==> src/rtl/tape_enc_pkg.sv <==
package tape_enc_pkg;
  typedef enum logic [2:0] {
    PH_IDLE  = 3'd0,
    PH_LEAD  = 3'd1,
    PH_SYNC1 = 3'd2,
    PH_SYNC2 = 3'd3,
    PH_DATA  = 3'd4,
    PH_WAIT  = 3'd5,
    PH_DONE  = 3'd6
  } phase_t;

  typedef enum logic [1:0] {
    BK_FLAG = 2'd0,
    BK_PAY  = 2'd1,
    BK_SUM  = 2'd2
  } bkind_t;
endpackage

==> src/rtl/tape_rst_sync.sv <==
module tape_rst_sync (
  input  logic clk_i,
  input  logic rst_ni,
  output logic rst_no
);
  logic [1:0] sync_q;

  always_ff @(posedge clk_i or negedge rst_ni) begin
    if (!rst_ni) sync_q <= 2'b00;
    else         sync_q <= {sync_q[0], 1'b1};
  end

  assign rst_no = sync_q[1];
endmodule

==> src/rtl/tape_pulse_timer.sv <==
module tape_pulse_timer #(
  parameter int DUR_W = 12
) (
  input  logic             clk_i,
  input  logic             rst_ni,
  input  logic             load_i,
  input  logic [DUR_W-1:0] dur_i,
  output logic             end_o,
  output logic             busy_o
);
  logic [DUR_W-1:0] rem_q, rem_d;
  logic             rem_en;

  always_comb begin
    rem_en = load_i || (rem_q != '0);
    rem_d  = load_i ? dur_i : (rem_q - 1'b1);
  end

  always_ff @(posedge clk_i or negedge rst_ni) begin
    if (!rst_ni)     rem_q <= '0;
    else if (rem_en) rem_q <= rem_d;
  end

  assign end_o  = (rem_q == {{(DUR_W-1){1'b0}}, 1'b1});
  assign busy_o = (rem_q != '0);

  // every pulse started has a non-zero length
  assert_nonzero_pulse_R2: assert property (@(posedge clk_i) disable iff (!rst_ni)
    load_i |-> (dur_i != '0));
endmodule

==> src/rtl/tape_byte_ser.sv <==
module tape_byte_ser (
  input  logic       clk_i,
  input  logic       rst_ni,
  input  logic       ld_flag_i,
  input  logic [7:0] flag_i,
  input  logic       ld_pay_i,
  input  logic [7:0] pay_i,
  input  logic       ld_sum_i,
  input  logic       adv_i,
  output logic       next_bit_o,
  output logic       sum_msb_o,
  output logic       last_pulse_o
);
  logic [7:0] shift_q, shift_d;
  logic [7:0] sum_q, sum_d;
  logic [3:0] pidx_q, pidx_d;
  logic       reg_en;

  always_comb begin
    shift_d = shift_q;
    sum_d   = sum_q;
    pidx_d  = pidx_q;
    reg_en  = ld_flag_i || ld_pay_i || ld_sum_i || adv_i;
    if (ld_flag_i) begin
      shift_d = flag_i;
      sum_d   = flag_i;
      pidx_d  = 4'd0;
    end else if (ld_pay_i) begin
      shift_d = pay_i;
      sum_d   = sum_q ^ pay_i;
      pidx_d  = 4'd0;
    end else if (ld_sum_i) begin
      shift_d = sum_q;
      pidx_d  = 4'd0;
    end else if (adv_i) begin
      pidx_d = pidx_q + 4'd1;
      if (pidx_q[0]) shift_d = {shift_q[6:0], 1'b0};
    end
  end

  always_ff @(posedge clk_i or negedge rst_ni) begin
    if (!rst_ni) begin
      shift_q <= 8'h00;
      sum_q   <= 8'h00;
      pidx_q  <= 4'd0;
    end else if (reg_en) begin
      shift_q <= shift_d;
      sum_q   <= sum_d;
      pidx_q  <= pidx_d;
    end
  end

  // second pulse of a bit repeats the bit; first pulse of the next bit reads the next one
  assign next_bit_o   = pidx_q[0] ? shift_q[6] : shift_q[7];
  assign sum_msb_o    = sum_q[7];
  assign last_pulse_o = &pidx_q;

  // the sequencer never issues two serializer actions at once
  assert_one_action_R5: assert property (@(posedge clk_i) disable iff (!rst_ni)
    $onehot0({ld_flag_i, ld_pay_i, ld_sum_i, adv_i}));
  // advancing past the sixteenth pulse never happens
  assert_no_wrap_R5: assert property (@(posedge clk_i) disable iff (!rst_ni)
    adv_i |-> !last_pulse_o);
endmodule

==> src/rtl/tape_seq.sv <==
module tape_seq
  import tape_enc_pkg::*;
#(
  parameter int LEAD_T    = 2168,
  parameter int SYNC1_T   = 667,
  parameter int SYNC2_T   = 735,
  parameter int ZERO_T    = 855,
  parameter int ONE_T     = 1710,
  parameter int LEAD_HDR  = 8063,
  parameter int LEAD_DAT  = 3223,
  parameter int HDR_BYTES = 17,
  parameter int DUR_W     = 12,
  parameter int LCNT_W    = 13,
  parameter int PCNT_W    = 5
) (
  input  logic             clk_i,
  input  logic             rst_ni,
  input  logic             start_i,
  input  logic             header_i,
  input  logic             in_valid_i,
  input  logic             in_msb_i,
  input  logic             in_last_i,
  output logic             in_ready_o,
  output logic             tape_o,
  output logic             done_o,
  input  logic             tmr_end_i,
  input  logic             tmr_busy_i,
  output logic             tmr_load_o,
  output logic [DUR_W-1:0] tmr_dur_o,
  output logic             ld_flag_o,
  output logic [7:0]       flag_o,
  output logic             ld_pay_o,
  output logic             ld_sum_o,
  output logic             adv_o,
  input  logic             ser_next_bit_i,
  input  logic             ser_sum_msb_i,
  input  logic             ser_last_i
);
  phase_t              phase_q, phase_d;
  bkind_t              kind_q, kind_d;
  logic                hdr_q, hdr_d;
  logic                last_q, last_d;
  logic [LCNT_W-1:0]   lcnt_q, lcnt_d;
  logic [PCNT_W-1:0]   pcnt_q, pcnt_d;
  logic                tape_q;
  logic                pay_done;
  logic [LCNT_W-1:0]   lead_len;

  function automatic logic [DUR_W-1:0] bit_dur(input logic b);
    return b ? DUR_W'(ONE_T) : DUR_W'(ZERO_T);
  endfunction

  assign lead_len = hdr_q ? LCNT_W'(LEAD_HDR) : LCNT_W'(LEAD_DAT);
  assign pay_done = (kind_q == BK_PAY) &&
                    (hdr_q ? (pcnt_q == PCNT_W'(HDR_BYTES)) : last_q);
  assign flag_o   = hdr_q ? 8'h00 : 8'hFF;

  always_comb begin
    phase_d    = phase_q;
    kind_d     = kind_q;
    hdr_d      = hdr_q;
    last_d     = last_q;
    lcnt_d     = lcnt_q;
    pcnt_d     = pcnt_q;
    tmr_load_o = 1'b0;
    tmr_dur_o  = '0;
    ld_flag_o  = 1'b0;
    ld_pay_o   = 1'b0;
    ld_sum_o   = 1'b0;
    adv_o      = 1'b0;
    in_ready_o = 1'b0;
    unique case (phase_q)
      PH_IDLE, PH_DONE: begin
        if (start_i) begin
          phase_d    = PH_LEAD;
          hdr_d      = header_i;
          lcnt_d     = LCNT_W'(1);
          pcnt_d     = '0;
          last_d     = 1'b0;
          tmr_load_o = 1'b1;
          tmr_dur_o  = DUR_W'(LEAD_T);
        end
      end
      PH_LEAD: begin
        if (tmr_end_i) begin
          tmr_load_o = 1'b1;
          if (lcnt_q == lead_len) begin
            phase_d   = PH_SYNC1;
            tmr_dur_o = DUR_W'(SYNC1_T);
          end else begin
            lcnt_d    = lcnt_q + 1'b1;
            tmr_dur_o = DUR_W'(LEAD_T);
          end
        end
      end
      PH_SYNC1: begin
        if (tmr_end_i) begin
          phase_d    = PH_SYNC2;
          tmr_load_o = 1'b1;
          tmr_dur_o  = DUR_W'(SYNC2_T);
        end
      end
      PH_SYNC2: begin
        if (tmr_end_i) begin
          phase_d    = PH_DATA;
          kind_d     = BK_FLAG;
          ld_flag_o  = 1'b1;
          tmr_load_o = 1'b1;
          tmr_dur_o  = bit_dur(!hdr_q);
        end
      end
      PH_DATA: begin
        if (tmr_end_i) begin
          if (!ser_last_i) begin
            adv_o      = 1'b1;
            tmr_load_o = 1'b1;
            tmr_dur_o  = bit_dur(ser_next_bit_i);
          end else if (kind_q == BK_SUM) begin
            phase_d = PH_DONE;
          end else if (pay_done) begin
            kind_d     = BK_SUM;
            ld_sum_o   = 1'b1;
            tmr_load_o = 1'b1;
            tmr_dur_o  = bit_dur(ser_sum_msb_i);
          end else begin
            in_ready_o = 1'b1;
            if (in_valid_i) begin
              kind_d     = BK_PAY;
              ld_pay_o   = 1'b1;
              last_d     = in_last_i;
              if (hdr_q) pcnt_d = pcnt_q + 1'b1;
              tmr_load_o = 1'b1;
              tmr_dur_o  = bit_dur(in_msb_i);
            end else begin
              phase_d = PH_WAIT;
            end
          end
        end
      end
      PH_WAIT: begin
        in_ready_o = 1'b1;
        if (in_valid_i) begin
          phase_d    = PH_DATA;
          kind_d     = BK_PAY;
          ld_pay_o   = 1'b1;
          last_d     = in_last_i;
          if (hdr_q) pcnt_d = pcnt_q + 1'b1;
          tmr_load_o = 1'b1;
          tmr_dur_o  = bit_dur(in_msb_i);
        end
      end
      default: phase_d = PH_IDLE;
    endcase
  end

  always_ff @(posedge clk_i or negedge rst_ni) begin
    if (!rst_ni) begin
      phase_q <= PH_IDLE;
      kind_q  <= BK_FLAG;
      hdr_q   <= 1'b0;
      last_q  <= 1'b0;
      lcnt_q  <= '0;
      pcnt_q  <= '0;
    end else begin
      phase_q <= phase_d;
      kind_q  <= kind_d;
      hdr_q   <= hdr_d;
      last_q  <= last_d;
      lcnt_q  <= lcnt_d;
      pcnt_q  <= pcnt_d;
    end
  end

  always_ff @(posedge clk_i or negedge rst_ni) begin
    if (!rst_ni)         tape_q <= 1'b0;
    else if (tmr_load_o) tape_q <= ~tape_q;
  end

  assign tape_o = tape_q;
  assign done_o = (phase_q == PH_DONE);

  // ready is only offered while the serializer sits on a byte's last pulse
  assert_ready_at_byte_end_R7: assert property (@(posedge clk_i) disable iff (!rst_ni)
    in_ready_o |-> ser_last_i);
  // a stall keeps the tape level frozen
  assert_wait_holds_level_R8: assert property (@(posedge clk_i) disable iff (!rst_ni)
    (phase_q == PH_WAIT && $past(phase_q) == PH_WAIT) |-> $stable(tape_q));
  // nothing toggles once the block is done
  assert_done_quiet_R11: assert property (@(posedge clk_i) disable iff (!rst_ni)
    (done_o && $past(done_o)) |-> $stable(tape_q));
  // the pulse timer is running in every pulse-emitting phase
  assert_timer_live_R2: assert property (@(posedge clk_i) disable iff (!rst_ni)
    (phase_q == PH_LEAD || phase_q == PH_SYNC1 || phase_q == PH_SYNC2 || phase_q == PH_DATA)
      |-> tmr_busy_i);
  // header payload count never passes its fixed length
  assert_hdr_count_R9: assert property (@(posedge clk_i) disable iff (!rst_ni)
    hdr_q |-> (pcnt_q <= PCNT_W'(HDR_BYTES)));
  // done only follows the checksum byte
  assert_done_after_sum_R10: assert property (@(posedge clk_i) disable iff (!rst_ni)
    $rose(done_o) |-> $past(kind_q == BK_SUM));
endmodule

==> src/rtl/tape_block_encoder.sv <==
module tape_block_encoder #(
  parameter int LEAD_T    = 2168,
  parameter int SYNC1_T   = 667,
  parameter int SYNC2_T   = 735,
  parameter int ZERO_T    = 855,
  parameter int ONE_T     = 1710,
  parameter int LEAD_HDR  = 8063,
  parameter int LEAD_DAT  = 3223,
  parameter int HDR_BYTES = 17
) (
  input  logic       clk_i,
  input  logic       rst_ni,
  input  logic       start_i,
  input  logic       header_i,
  input  logic [7:0] in_data_i,
  input  logic       in_valid_i,
  input  logic       in_last_i,
  output logic       in_ready_o,
  output logic       tape_o,
  output logic       done_o
);
  localparam int DUR_M1   = (LEAD_T  > SYNC1_T) ? LEAD_T  : SYNC1_T;
  localparam int DUR_M2   = (SYNC2_T > ZERO_T)  ? SYNC2_T : ZERO_T;
  localparam int DUR_M3   = (DUR_M1  > DUR_M2)  ? DUR_M1  : DUR_M2;
  localparam int DUR_MAX  = (DUR_M3  > ONE_T)   ? DUR_M3  : ONE_T;
  localparam int DUR_W    = $clog2(DUR_MAX + 1);
  localparam int LEAD_MAX = (LEAD_HDR > LEAD_DAT) ? LEAD_HDR : LEAD_DAT;
  localparam int LCNT_W   = $clog2(LEAD_MAX + 1);
  localparam int PCNT_W   = $clog2(HDR_BYTES + 1);

  logic             rst_n;
  logic             tmr_load, tmr_end, tmr_busy;
  logic [DUR_W-1:0] tmr_dur;
  logic             ld_flag, ld_pay, ld_sum, adv;
  logic [7:0]       flag_val;
  logic             next_bit, sum_msb, last_pulse;

  tape_rst_sync u_rst (
    .clk_i  (clk_i),
    .rst_ni (rst_ni),
    .rst_no (rst_n)
  );

  tape_pulse_timer #(.DUR_W(DUR_W)) u_timer (
    .clk_i  (clk_i),
    .rst_ni (rst_n),
    .load_i (tmr_load),
    .dur_i  (tmr_dur),
    .end_o  (tmr_end),
    .busy_o (tmr_busy)
  );

  tape_byte_ser u_ser (
    .clk_i        (clk_i),
    .rst_ni       (rst_n),
    .ld_flag_i    (ld_flag),
    .flag_i       (flag_val),
    .ld_pay_i     (ld_pay),
    .pay_i        (in_data_i),
    .ld_sum_i     (ld_sum),
    .adv_i        (adv),
    .next_bit_o   (next_bit),
    .sum_msb_o    (sum_msb),
    .last_pulse_o (last_pulse)
  );

  tape_seq #(
    .LEAD_T    (LEAD_T),
    .SYNC1_T   (SYNC1_T),
    .SYNC2_T   (SYNC2_T),
    .ZERO_T    (ZERO_T),
    .ONE_T     (ONE_T),
    .LEAD_HDR  (LEAD_HDR),
    .LEAD_DAT  (LEAD_DAT),
    .HDR_BYTES (HDR_BYTES),
    .DUR_W     (DUR_W),
    .LCNT_W    (LCNT_W),
    .PCNT_W    (PCNT_W)
  ) u_seq (
    .clk_i          (clk_i),
    .rst_ni         (rst_n),
    .start_i        (start_i),
    .header_i       (header_i),
    .in_valid_i     (in_valid_i),
    .in_msb_i       (in_data_i[7]),
    .in_last_i      (in_last_i),
    .in_ready_o     (in_ready_o),
    .tape_o         (tape_o),
    .done_o         (done_o),
    .tmr_end_i      (tmr_end),
    .tmr_busy_i     (tmr_busy),
    .tmr_load_o     (tmr_load),
    .tmr_dur_o      (tmr_dur),
    .ld_flag_o      (ld_flag),
    .flag_o         (flag_val),
    .ld_pay_o       (ld_pay),
    .ld_sum_o       (ld_sum),
    .adv_o          (adv),
    .ser_next_bit_i (next_bit),
    .ser_sum_msb_i  (sum_msb),
    .ser_last_i     (last_pulse)
  );
endmodule

==> config.mk <==
export PLATFORM = sky130hd
export DESIGN_NAME = tape_block_encoder
export DESIGN_NICKNAME = d
export VERILOG_FILES = /design/src/rtl/tape_enc_pkg.sv /design/src/rtl/tape_rst_sync.sv /design/src/rtl/tape_pulse_timer.sv /design/src/rtl/tape_byte_ser.sv /design/src/rtl/tape_seq.sv /design/src/rtl/tape_block_encoder.sv
export SDC_FILE = /design/constraint.sdc
export NUM_CORES = 1
export LEC_CHECK = 0
export BUFFER_PORTS_ARGS = -buffer_cell sky130_fd_sc_hd__buf_2
export CORE_MARGIN = 2
export CORE_UTILIZATION = 55
export DETAILED_ROUTE_END_ITERATION = 7
export GPL_TIMING_DRIVEN = 0
export PLACE_DENSITY = 0.83
export REMOVE_ABC_BUFFERS = 1
export SKIP_CTS_REPAIR_TIMING = 1
export SYNTH_ARGS = -nofsm -noshare
export SYNTH_HDL_FRONTEND = slang
export SYNTH_HIERARCHICAL = 1
export SYNTH_SLANG_ARGS = --single-unit
==> constraint.sdc <==
create_clock -name clk_i -period 3 [get_ports clk_i]
set_input_delay 0.3 -clock clk_i [delete_from_list [all_inputs] [get_ports clk_i]]
set_output_delay 0.3 -clock clk_i [all_outputs]
set_load 0.005 [all_outputs]
==> results.json, run 1 <==
{
  "hold_viol_final": 0,
  "grt_first_pass_wirelength_mm": 14.5,
  "fillers": 575,
  "wl_per_cell_microns": 16.1,
  "die_width_microns": 88.1,
  "slew_headroom_pct": 44.3,
  "top_level_ports": 17,
  "use_met1_pct": 32.1,
  "cts_max_level": 3,
  "first_pass_iters": 5,
  "hp-class": "in -> reg",
  "mappedNetlistArea_sq_um": 3890,
  "setup_violations": 0,
  "initial_utilization_pct": 57.0,
  "clockBufferDepth": 2,
  "power-per-cell-area_nw_per_um2": 390,
  "critPathCaptureType": "register",
  "drv_slew": 0,
  "power_mw": 1.68,
  "synth_edf_count": 0,
  "portBuffers": 16,
  "dpl-instance-area_sq_um": 3980,
  "cts.sinks": 60,
  "num_antenna_cells": 0,
  "synth_cell_types": 66,
  "rows": 30,
  "gp_congestion": 0.875,
  "grt_usage_pct": 24.0,
  "ys_seq_area_share_pct": 38.6,
  "via_count": 3356,
  "worstPathRequired_ps": 3230,
  "layout_commonest_cell": "nand2_1",
  "antenna_found_initial": 0,
  "ys_ff_latch": 60,
  "grt_use_met3_pct": 4.90,
  "layout_common_cells": "nand2_1, dfrtp_1, nor2_1",
  "use_met2_pct": 37.2,
  "syn_inst": 436,
  "max-vdd-ir-drop_mv": 0.244,
  "worstPathArrival_ps": 3180,
  "nNetsFinal": 467,
  "core_area_sq_um": 6830,
  "whs_path_depth": 3,
  "grt_pass1_vias": 3083,
  "vias_per_cell": 6.16,
  "busiest_layer": "met2",
  "wirelength_mm": 8.79,
  "drive_gt1_share_pct": 18.3,
  "final_antenna_net_count": 0,
  "worst_pin_slew_ps": 836,
  "reg2reg_depth": 8,
  "grt_max_degree": 37,
  "dp_hpwl_mm": 5.76,
  "drt_iter0_drc": 304,
  "drc": 0,
  "syn_to_final_growth_pct": 10.9,
  "final.min_clock_period_ps": 2950,
  "fmax_mhz": 339,
  "yosysWarnings": 6,
  "startpoint_type": "register",
  "clk_latency_ps": 350,
  "async_flop_share_pct": 100,
  "drv_cap": 0,
  "fin_crit_sh_pct": 98.4,
  "ctsRootBufferMaster": "clkbuf_8",
  "power_leakage_nw": 1.71,
  "finalClockSkew_ps": 12.2,
  "status": "completed",
  "cts_tree": "done",
  "crit_type": "reg -> reg",
  "postSynthAreaPerCell_sq_um": 8.93,
  "grt_overflow_total": 0,
  "die_area_sq_um": 7770,
  "numCtsBuffers": 9,
  "synth_flop_cell": "dfrtp_1",
  "path_max_fanout": 23,
  "path_clk_slew_ps": 70,
  "die_h_microns": 88.1,
  "design_area_sq_um": 4320
}
## final cells by class
class                      instances  area [sq um]  area share (%)
multi-input combinational        333          2220            51.4
inverter                          14          52.6            1.22
timing repair buffer              27           196            4.55
sequential                        60          1500            34.8
tap                               96           120            2.78
clock buffer                      11           151            3.51
clock inverter                     4          72.6            1.68
## power breakdown
group	leakage (nW)	internal [mW]	switching, mW
combinational	0.961	0.0118	0.0137
clock	0.111	0.507	0.330
sequential	0.641	0.810	0.00987
total	1.71	1.33	0.353
## metal layers
metal,up-vias,wire length (microns)
met5,-,0
met4,0,270
met3,31,491
met2,124,4080
met1,1626,3960
li1,1575,-
## sequential cells by signal (all words and copies together) (netlist names)
register       flops
u_ser/sum_q        8
u_ser/shift_q      8
u_seq/lcnt_q      13
u_timer/rem_q     12
u_seq/hdr_q        1
u_seq/last_q       1
u_rst/sync_q       2
u_seq/pcnt_q       5
u_seq/kind_q       2
u_ser/pidx_q       4
u_seq/tape_o       1
u_seq/phase_q      3
## stage by stage
step | instances | setup TNS, ps | setup slack, ps | hold WS (ps) | util [%]
final | 545 | 0 | 49.4 | 155 | 63.2
after global routing | 545 | -19.9 | -18.0 | 189 | 63.2
after CTS | 536 | -24160 | -879 | -280 | 61.5
after detailed placement | 521 | -22830 | -857 | 85.7 | 58.2
after global placement | 518 | -45720 | -1600 | 84.1 | 57.3
after floorplan | 406 | -15730 | -740 | 4.41 | -
## cell families (layout without fill, tap and decap cells)
kind of cell,Yosys count,in the layout,share of synthesized area [%]
xor gates and xnor gates,23,23,5.18
muxes,17,17,4.53
buffers and inverters,44,56,6.01
AOI/OAI and AO/OA,96,96,17.9
and+or+nand+nor,187,188,25.1
adders and majority gates,8,8,2.57
DFF,60,60,38.6
other,1,1,0.0963
## cells in the mapped netlist (all sizes together), types with 4 or more instances
master | instances | area share [%]
mux2i | 12 | 3.1
inv | 14 | 1.4
or4 | 5 | 1.1
nand4 | 11 | 1.8
dfrtp | 60 | 39
nor4 | 9 | 2.0
nor3 | 15 | 2.2
a21oi | 17 | 2.6
nor2b | 8 | 1.3
o221a | 7 | 2.0
or3 | 4 | 0.64
nand2b | 8 | 1.3
xor2 | 13 | 2.9
ha | 8 | 2.6
xnor2 | 10 | 2.2
a21o | 5 | 0.96
buf | 18 | 3.4
o31ai | 11 | 2.5
nor2 | 34 | 3.3
o21ai | 31 | 4.2
mux2 | 5 | 1.4
nand2 | 60 | 5.8
clkbuf | 12 | 1.2
and2 | 4 | 0.64
nand3 | 11 | 1.4
## path summary, 6_finish.rpt
kind / startpoint / endpoint / slack, ps
setup / recovery: u_timer/rem_q[7] / u_timer/rem_q[1] / 50
hold / removal: header_i / u_seq/hdr_q / 160
setup reg to reg: u_timer/rem_q[7] / u_timer/rem_q[1] / 50
max in group asynchronous: u_rst/sync_q[1] / u_seq/phase_q[0] / 2020
hold reg to reg: u_rst/sync_q[0] / u_rst/sync_q[1] / 360
min in group asynchronous: rst_ni / u_rst/sync_q[1] / 250
## worst max-delay path: stages, from the launching register on
cell and delay [ps]:
dfrtp_1 410, or4_4 610, nor3_4 230, buf_4 170, nand2b_1 130, a21oi_1 210
a21oi_1 100, o21ai_4 540, mux2_2 410
Power figures use the tool's default switching activity.
==> inputs of run 2 (changes only) <==
--- a/config.mk
+++ b/config.mk
@@ -8,6 +8,7 @@
 export BUFFER_PORTS_ARGS = -buffer_cell sky130_fd_sc_hd__buf_2
 export CORE_MARGIN = 2
 export CORE_UTILIZATION = 55
+export CTS_BUF_LIST = sky130_fd_sc_hd__clkbuf_4
 export DETAILED_ROUTE_END_ITERATION = 7
 export GPL_TIMING_DRIVEN = 0
 export PLACE_DENSITY = 0.83
==> run 2 against run 1 <==
Via count is 0.39% lower. Non-clock buffer count stayed put. Die area did not move.
==> results.json, run 2 (synthesis gave the netlist of run 1 again) <==
{
  "gp_congestion": 0.875,
  "whs_path_depth": 3,
  "final_cells": 545,
  "drv_slew": 0,
  "cts_tree": "done",
  "fmax_mhz": 342,
  "portBuffers": 16,
  "slowest_delay_ps": 620,
  "drive_gt1_share_pct": 18.0,
  "setup_violations": 0,
  "grt_usage_pct": 23.7,
  "grt_first_pass_wirelength_mm": 14.4,
  "power-per-cell-area_nw_per_um2": 348,
  "wirelength_mm": 8.69,
  "antenna_found_initial": 0,
  "fin_ws_ps": 74.0,
  "startpoint_type": "register",
  "cp_common_cell": "nand2_1",
  "r2r-end": "u_timer/rem_q[7]",
  "fillers": 578,
  "drt_iter0_drc": 313,
  "grt_overflow_total": 0,
  "regArea_sq_um": 1500,
  "syn_to_final_growth_pct": 9.10,
  "critPathCaptureType": "register",
  "power_leakage_nw": 1.66,
  "top_level_ports": 17,
  "place_ws_ps": -857,
  "rows": 30,
  "crit_type": "reg -> reg",
  "grt_max_degree": 37,
  "min_from": "header_i",
  "clk_latency_ps": 420,
  "max-vdd-ir-drop_mv": 0.207,
  "die_h_microns": 88.1,
  "numPlacedInstances": 521,
  "slew_headroom_pct": 43.8,
  "num_antenna_cells": 0,
  "largest-register": "u_seq/lcnt_q",
  "vias_per_cell": 6.13,
  "multi_input_area_sq_um": 2230,
  "ctsRootBufferMaster": "clkbuf_4",
  "cts.sinks": 60,
  "worstPathRequired_ps": 3360,
  "dpl-instance-area_sq_um": 3980,
  "critical_path.cell_chain": "or4_4 > nor3_4 > buf_4 > nand2_1 > nor2_2 > buf_8 > a221oi_1 > a31oi_1 > nor2_1 > nand2_1 > a22o_1",
  "largest_reg_flops": 13,
  "top_regs": "u_seq/lcnt_q: 13 flops, u_timer/rem_q: 12 flops",
  "power_mw": 1.48,
  "nNetsFinal": 467,
  "r2r_slack_ps": 70,
  "wl_per_cell_microns": 16.0,
  "path_clk_slew_ps": 100,
  "critPathTopFamily": "simple AND/OR/NAND/NOR gates",
  "cp.buffers_inverters": 2,
  "worstPathArrival_ps": 3290,
  "die_area_sq_um": 7770,
  "final_antenna_net_count": 0,
  "drc": 0,
  "hold_viol_final": 0,
  "status": "completed",
  "core_area_sq_um": 6830,
  "layout_common_cells": "dfrtp_1, nand2_1, nor2_1",
  "initial_utilization_pct": 57.0,
  "cts_max_level": 3,
  "drv_cap": 0,
  "path_max_fanout": 28,
  "final.min_clock_period_ps": 2930,
  "numCtsBuffers": 9,
  "rsz0062_at_grt": "no",
  "via_count": 3343,
  "clockBufferDepth": 2,
  "worst_pin_slew_ps": 842,
  "finalClockSkew_ps": 11.1,
  "hp-class": "in -> reg",
  "design_area_sq_um": 4250,
  "holdPathEnd": "u_seq/hdr_q",
  "grt_pass1_vias": 3125,
  "reg2reg_depth": 11,
  "fin_setup_tns_ps": 0,
  "first_pass_iters": 5,
  "dp_hpwl_mm": 5.76,
  "r2r_start": "u_timer/rem_q[7]",
  "slowest_stage": "or4_4",
  "die_width_microns": 88.1,
  "fin_crit_sh_pct": 97.5
}
==> run 2: cell types whose count changed in the layout (fill, tap and decap cells not counted), sizes merged <==
cell and delta:
clkbuf -2, clkinv +2
==> run 2: how the worst max path moves through the flow <==
stage	start	end	slack [ps]	depth (start not counted)
finish	u_timer/rem_q[7]	u_timer/rem_q[7]	70	11
global route	u_timer/rem_q[7]	u_seq/pcnt_q[1]	4	8
CTS	u_timer/rem_q[7]	u_ser/shift_q[1]	-860	10
detailed placement	u_timer/rem_q[6]	u_ser/shift_q[3]	-860	10
global placement	u_timer/rem_q[6]	u_ser/shift_q[3]	-1600	7
floorplan	u_timer/rem_q[6]	u_timer/rem_q[10]	-740	7
==> run 2: final cells by class <==
class,count,share of cell area [%]
clock inverters,6,1.89
inverters,14,1.24
flip-flops and latches,60,35.4
well taps,96,2.83
clock buffers,9,1.59
multi-input cells,333,52.4
repair buffers,27,4.63
==> run 2: per-layer routing <==
| metal | GRT usage, % | wire length (microns) |
|---|---|---|
| met2 | 36.6 | 4090 |
| met1 | 31.7 | 3870 |
| met3 | 4.71 | 453 |
| met4 | 12.4 | 273 |
| met5 | 0 | 0 |
==> run 2: power by group <==
| group | switching (mW) | internal, mW |
|---|---|---|
| combinational | 0.0139 | 0.0118 |
| clock | 0.305 | 0.326 |
| sequential | 0.00994 | 0.809 |
==> run 2: per-stage QoR <==
stage | utilization (%) | hold slack (ps)
after floorplan | - | 4.41
after CTS | 60.4 | -365
after global placement | 57.3 | 84.1
after detailed placement | 58.2 | 85.7
final | 62.2 | 80.6
after global routing | 62.2 | 116
==> run 2: worst min-delay path, delay by kind of cell <==
family / cells / cell delay [ps]
buffers and inverters: 1 / 70
AO/OA/AOI/OAI: 1 / 50
AND/OR/NAND/NOR: 1 / 30
